$ cat config.mk
export PLATFORM = sky130hd
export DESIGN_NAME = smode_pkt_sched
export DESIGN_NICKNAME = d
export VERILOG_FILES = /design/src/rtl/smode_pkg.sv /design/src/rtl/smode_regs.sv /design/src/rtl/smode_cadence.sv /design/src/rtl/smode_gate.sv /design/src/rtl/smode_pkt_sched.sv
export SDC_FILE = /design/constraint.sdc
export NUM_CORES = 1
export LEC_CHECK = 0
export CORE_MARGIN = 4
export CORE_UTILIZATION = 23
export DETAILED_ROUTE_END_ITERATION = 10
export PLACE_DENSITY = 0.62
export SYNTH_ARGS = -nofsm -noshare
export SYNTH_HDL_FRONTEND = slang
export SYNTH_SLANG_ARGS = --single-unit
$ cat constraint.sdc
create_clock -name clk -period 1.5 [get_ports clk]
set_clock_uncertainty 0.1 [all_clocks]
set_input_delay 0.225 -clock clk [delete_from_list [all_inputs] [get_ports clk]]
set_output_delay 0.225 -clock clk [all_outputs]
set_load 0.03 [all_outputs]
$ cat src/rtl/smode_pkg.sv
package smode_pkg;

  typedef enum logic [1:0] {
    MODE_CONT    = 2'b00,
    MODE_ACTIVE  = 2'b01,
    MODE_STANDBY = 2'b10,
    MODE_IDLE    = 2'b11
  } op_mode_e;

  typedef struct packed {
    logic     halt_rx;
    logic     halt_tx;
    op_mode_e mode;
  } mode_reg_t;

  localparam mode_reg_t MODE_RESET_VAL = '{halt_rx: 1'b1, halt_tx: 1'b1, mode: MODE_STANDBY};

  // packet due this cycle for the active mode
  function automatic logic pkt_due(input op_mode_e m, input logic phase_zero, input logic start);
    case (m)
      MODE_CONT:    pkt_due = 1'b1;
      MODE_ACTIVE:  pkt_due = phase_zero;
      MODE_STANDBY: pkt_due = start;
      default:      pkt_due = 1'b0;
    endcase
  endfunction

  // continuous-stream run length has reached the reset threshold
  function automatic logic count_reached(input logic [31:0] cnt, input logic [31:0] limit);
    count_reached = (cnt >= limit);
  endfunction

  // clock gate open condition for one direction
  function automatic logic gate_needed(input logic halt_en, input logic recent,
                                       input logic wake, input logic issue);
    gate_needed = !halt_en || recent || wake || issue;
  endfunction

endpackage

$ cat src/rtl/smode_regs.sv
module smode_regs
  import smode_pkg::*;
#(
  parameter int ADDR_W = 4,
  parameter int DATA_W = 32
) (
  input  logic              clk,
  input  logic              rst_n,
  input  logic              reg_en,
  input  logic              reg_we,
  input  logic [ADDR_W-1:0] reg_addr,
  input  logic [DATA_W-1:0] reg_wdata,
  output logic [DATA_W-1:0] reg_rdata,
  output mode_reg_t         mode_q
);

  localparam int FIELD_W = $bits(mode_reg_t);
  localparam int PAD_W   = DATA_W - FIELD_W;
  localparam logic [ADDR_W-1:0] MODE_ADDR = '0;

  logic hit;
  logic wr_hit;
  logic unused_wdata;

  assign hit          = reg_en && (reg_addr == MODE_ADDR);
  assign wr_hit       = hit && reg_we;
  assign unused_wdata = ^reg_wdata[DATA_W-1:FIELD_W];

  always_ff @(posedge clk or negedge rst_n) begin
    if (!rst_n) begin
      mode_q <= MODE_RESET_VAL;
    end else if (wr_hit) begin
      mode_q <= mode_reg_t'(reg_wdata[FIELD_W-1:0]);
    end
  end

  always_comb begin
    if (hit && !reg_we) reg_rdata = {{PAD_W{1'b0}}, mode_q};
    else                reg_rdata = '0;
  end

endmodule

$ cat src/rtl/smode_cadence.sv
module smode_cadence
  import smode_pkg::*;
#(
  parameter int PERIOD       = 4,
  parameter int RESET_CYCLES = 272
) (
  input  logic     clk,
  input  logic     rst_n,
  input  op_mode_e prog_mode,
  input  logic     txn_start_i,
  input  logic     txn_rd_i,
  output op_mode_e act_mode,
  output logic     phase_zero,
  output logic     pkt_send,
  output logic     pkt_standby,
  output logic     dev_reset,
  output logic     issue,
  output logic     issue_rd
);

  localparam int PH_W  = (PERIOD > 1) ? $clog2(PERIOD) : 1;
  localparam int CNT_W = $clog2(RESET_CYCLES + 1);
  localparam logic [PH_W-1:0]  PH_LAST   = PH_W'(PERIOD - 1);
  localparam logic [CNT_W-1:0] RUN_LIMIT = CNT_W'(RESET_CYCLES);

  logic [PH_W-1:0]  ph_q;
  logic [CNT_W-1:0] run_q;
  op_mode_e         act_q;
  logic             held_q;
  logic             held_rd_q;
  logic             phase_last;
  logic             in_standby;
  logic             in_cont;

  assign phase_zero = (ph_q == '0);
  assign phase_last = (ph_q == PH_LAST);
  assign in_standby = (act_q == MODE_STANDBY);
  assign in_cont    = (act_q == MODE_CONT);
  assign act_mode   = act_q;

  // phase counter and boundary-aligned mode switch
  always_ff @(posedge clk or negedge rst_n) begin
    if (!rst_n) begin
      ph_q  <= '0;
      act_q <= MODE_RESET_VAL.mode;
    end else begin
      ph_q <= phase_last ? '0 : ph_q + 1'b1;
      if (phase_last) act_q <= prog_mode;
    end
  end

  // saturating run-length count of the continuous stream
  always_ff @(posedge clk or negedge rst_n) begin
    if (!rst_n) begin
      run_q <= '0;
    end else if (!in_cont) begin
      run_q <= '0;
    end else if (run_q != RUN_LIMIT) begin
      run_q <= run_q + 1'b1;
    end
  end

  // one-cycle hold-off of the start strobe in per-transaction mode
  always_ff @(posedge clk or negedge rst_n) begin
    if (!rst_n) begin
      held_q    <= 1'b0;
      held_rd_q <= 1'b0;
    end else begin
      held_q    <= in_standby && txn_start_i;
      held_rd_q <= txn_rd_i;
    end
  end

  assign pkt_send    = pkt_due(act_q, phase_zero, txn_start_i);
  assign pkt_standby = pkt_send && in_standby;
  assign dev_reset   = in_cont && count_reached(32'(run_q), 32'(RESET_CYCLES));
  assign issue       = held_q || (!in_standby && txn_start_i);
  assign issue_rd    = held_q ? held_rd_q : txn_rd_i;

endmodule

$ cat src/rtl/smode_gate.sv
module smode_gate
  import smode_pkg::*;
#(
  parameter int IDLE_CYCLES = 2
) (
  input  logic clk,
  input  logic rst_n,
  input  logic halt_en,
  input  logic wake,
  input  logic issue,
  output logic gate_en
);

  localparam int CW = $clog2(IDLE_CYCLES + 1);
  localparam logic [CW-1:0] CLIMIT = CW'(IDLE_CYCLES);

  logic [CW-1:0] idle_q;
  logic          recent;

  always_ff @(posedge clk or negedge rst_n) begin
    if (!rst_n) begin
      idle_q <= CLIMIT;
    end else if (issue) begin
      idle_q <= '0;
    end else if (idle_q != CLIMIT) begin
      idle_q <= idle_q + 1'b1;
    end
  end

  assign recent  = (idle_q != CLIMIT);
  assign gate_en = gate_needed(halt_en, recent, wake, issue);

endmodule

$ cat src/rtl/smode_pkt_sched.sv
module smode_pkt_sched
  import smode_pkg::*;
#(
  parameter int ADDR_W       = 4,
  parameter int DATA_W       = 32,
  parameter int PERIOD       = 4,
  parameter int RESET_CYCLES = 272,
  parameter int IDLE_CYCLES  = 2
) (
  input  logic              clk,
  input  logic              rst_n,
  input  logic              reg_en,
  input  logic              reg_we,
  input  logic [ADDR_W-1:0] reg_addr,
  input  logic [DATA_W-1:0] reg_wdata,
  output logic [DATA_W-1:0] reg_rdata,
  input  logic              txn_start_i,
  input  logic              txn_rd_i,
  output logic              txn_go_o,
  output logic              pkt_send_o,
  output logic              pkt_standby_o,
  output logic              dev_reset_o,
  output logic              rx_clk_en_o,
  output logic              tx_clk_en_o
);

  localparam int NDIR = 2;  // index 0 = receive, 1 = transmit

  mode_reg_t       mode_w;
  op_mode_e        act_mode_w;
  logic            phase_zero_w;
  logic            issue_w;
  logic            issue_rd_w;
  logic [NDIR-1:0] halt_w;
  logic [NDIR-1:0] wake_w;
  logic [NDIR-1:0] dir_issue_w;
  logic [NDIR-1:0] gate_w;
  logic            issue_rx_w;
  logic            issue_tx_w;

  smode_regs #(.ADDR_W(ADDR_W), .DATA_W(DATA_W)) u_regs (
    .clk       (clk),
    .rst_n     (rst_n),
    .reg_en    (reg_en),
    .reg_we    (reg_we),
    .reg_addr  (reg_addr),
    .reg_wdata (reg_wdata),
    .reg_rdata (reg_rdata),
    .mode_q    (mode_w)
  );

  smode_cadence #(.PERIOD(PERIOD), .RESET_CYCLES(RESET_CYCLES)) u_cadence (
    .clk         (clk),
    .rst_n       (rst_n),
    .prog_mode   (mode_w.mode),
    .txn_start_i (txn_start_i),
    .txn_rd_i    (txn_rd_i),
    .act_mode    (act_mode_w),
    .phase_zero  (phase_zero_w),
    .pkt_send    (pkt_send_o),
    .pkt_standby (pkt_standby_o),
    .dev_reset   (dev_reset_o),
    .issue       (issue_w),
    .issue_rd    (issue_rd_w)
  );

  assign halt_w      = {mode_w.halt_tx, mode_w.halt_rx};
  assign wake_w      = {txn_start_i && !txn_rd_i, txn_start_i && txn_rd_i};
  assign dir_issue_w = {issue_w && !issue_rd_w, issue_w && issue_rd_w};
  assign issue_rx_w  = dir_issue_w[0];
  assign issue_tx_w  = dir_issue_w[1];

  for (genvar d = 0; d < NDIR; d++) begin : g_dir
    smode_gate #(.IDLE_CYCLES(IDLE_CYCLES)) u_gate (
      .clk     (clk),
      .rst_n   (rst_n),
      .halt_en (halt_w[d]),
      .wake    (wake_w[d]),
      .issue   (dir_issue_w[d]),
      .gate_en (gate_w[d])
    );
  end

  assign txn_go_o    = issue_w;
  assign rx_clk_en_o = gate_w[0];
  assign tx_clk_en_o = gate_w[1];

endmodule

==> results.toml <==
[place]
dp_cells = 267
place_congestion = 0.784
placed_area_um2 = 1800
place_hpwl_um = 2290
port_buffers = 23

[die]
io_pins = 80
core_area_um2 = 5960
die_w_um = 86.6
die_area_um2 = 7500
die_y_um = 86.6
num_rows = 28
initial_core_util_pct = 23.9

[finish]
fin_nets = 252
final_common_cell = "conb_1"
final_cells = 278
layout_common_cells = "conb_1, buf_4, dfrtp_1, buf_6, nor2_1"
drive_gt1_share_pct = 41.4
antenna_cells = 0
synthToLayoutAreaGrowth_pct = 42.9
num-fill-cells = 610
final_area_um2 = 2030

[logic_synthesis]
async_flop_share_pct = 100
synthesis.area_um2 = 1420
synth-main-ff-cell = "dfrtp_1"
ys_ff_latch = 23
synth_area_leaders = "dfrtp_1, buf_4, dfstp_2, ha_1, mux2_2"
ys_warn_count = 0
synth_top_area_cell = "dfrtp_1"
synth_edf_count = 0
seq_area_frac_synth_pct = 41.0
postSynthCellCount = 150
yosysUniqueCellTypes = 34
synth.top_cell.area_share_pct = 29.9
synth.avg_cell_area_um2 = 9.48

[setup_path]
critPathSlowestCell = "dfstp_2"
crit_fanout = 3
worstRegToRegCells = 3
crit_type = "register to output pin"
worstPathCellList = "nand2b_4 -> a32o_2 -> a211o_4 -> buf_6"
max_stage_delay_ps = 570
end_kind = "output pin"
start_kind = "register"
required_ps = 1170
worst_ep_arrival_time_ps = 1560

[run_status]
outcome = "complete, but fails checks"
violations = "negative setup slack"

[clocking]
cts_tree = "built"
cts_buffers = 3
htreeDepth = 1
hold_buffers = 0
clock_latency_ps = 270
clk_pin_slew_ps = 90
cts-root-buf = "clkbuf_8"
clock_sinks = 23
cts_max_path_buffers = 2

[routing]
wirelength_um = 3050
wire_per_inst_um = 11.0
viasPerCell = 4.10
drt-initial-drc-count = 26
post-route-drc-count = 0
postRouteAntennaNets = 0
first_pass_iters = 3
via_count = 1139

[timing]
hold_violations = 0
layout_setup_ws_ps = -382
final-setup-viol-count = 10
rsz0062_at_grt = "true"
fmax_mhz = 531
period_needed_ps = 1880
worst_hold_slack_ps = 213
fin_crit_sh_pct = 125
slew_viol_final = 0

[flow_run]
cap_viol_max_count = 0

[global_routing]
grt_pass1_wl_um = 4930
grt_max_degree = 24
grt_pass1_vias = 1125
track_usage_pct = 8.23
grt.overflow.total = 0
antenna_found_initial = 0

[power]
leakagePower_nw = 0.947
peakVddDrop_uv = 511
power_density_nw_per_um2 = 1080

[hold_path]
hold_class = "input port to asynchronous set/reset pin"
## where the power goes
part / leakage [nW] / switching, W / internal [W]
combinational: 0.645 / 0.000475 / 0.000439
sequential: 0.280 / 0.000101 / 0.000780
clock: 0.0217 / 0.000217 / 0.000188
## cells in the mapped netlist, drive strengths merged (2+ instances only)
library cell and number:
a211o 2, a21oi 8, a32o 2, and2 4, buf 28, dfrtp 17, dfstp 6, ha 6
inv 10, mux2 5, nand2 8, nand2b 2, nand3 5, nor2 15, nor2b 2, nor4 3
o21ai 6, or3 3, or4 2, xor2 4
## stage by stage
step / setup slack [ps] / power (W) / TNS, ps / utilization [%]
2_1_floorplan: -54.6 / 0.00143 / -232 / -
3_5_place_dp: -772 / 0.00170 / -6210 / 30.1
6_report: -382 / 0.00220 / -2450 / 34.1
3_3_place_gp: -764 / 0.00167 / -6080 / 30.1
4_1_cts: -396 / 0.00217 / -2460 / 32.7
5_1_grt: -436 / 0.00237 / -2990 / 34.1
## worst max-delay path, delay by kind of cell (launching register included)
kind,cells,cell delay (ps)
AO/OA/AOI/OAI,2,510
buffers and inverters,1,140
flip-flops,1,570
AND/OR/NAND/NOR,1,70
## metal layers
| layer | track usage (%) | routed length [um] |
|---|---|---|
| met2 | 14.5 | 1620 |
| met5 | 0 | 0 |
| met1 | 9.73 | 1240 |
| met3 | 1.62 | 132 |
| met4 | 3.40 | 54 |
## worst paths after layout
kind                                        from                        end  slack (ps)
max in group asynchronous                  rst_n  g_dir[0].u_gate.idle_q[1]         800
min in group clk               u_cadence.ph_q[0]          u_cadence.ph_q[0]         360
max                        u_cadence.act_mode[1]                tx_clk_en_o        -380
min                                        rst_n         u_cadence.run_q[6]         210
min reg2reg                    u_cadence.ph_q[0]          u_cadence.ph_q[0]         360
max reg2reg                   u_cadence.run_q[6]         u_cadence.run_q[2]          70
## kinds of logic (layout without fill, tap and decap cells)
kind of cell	count (synthesis)	in the layout	synth area share, %
buffers and inverters	39	65	17.7
XOR/XNOR	4	4	2.46
AND/OR/NAND/NOR	49	49	18.9
flip-flops	23	23	41.0
AO/OA/AOI/OAI	23	23	10.4
other	1	28	0.264
multiplexers	5	5	3.96
adder cells (fa/ha/maj)	6	6	5.28
## layout make-up
type	instances	area [um2]	share of cell area [%]
Tap cell	75	93.8	4.62
Timing Repair Buffer	51	450	22.2
Clock inverter	1	7.51	0.370
Sequential cell	23	587	28.9
Clock buffer	3	41.3	2.03
Inverter	10	37.5	1.85
Multi-Input combinational cell	115	813	40.0
## flip-flops by register name, indices dropped and copies added, names as in the netlist
signal               flops
u_cadence.run_q          9
g_dir.u_gate.idle_q      4
u_regs.mode_q            4
u_cadence.act_mode       2
u_cadence.ph_q           2
u_cadence.held_q         1
u_cadence.held_rd_q      1
## repair_timing
action	in CTS	in global routing
pin swaps	8	4
resized for setup	45	21
setup endpoints to repair	14	17
setup buffers	4	4
Power figures use the tool's default switching activity.
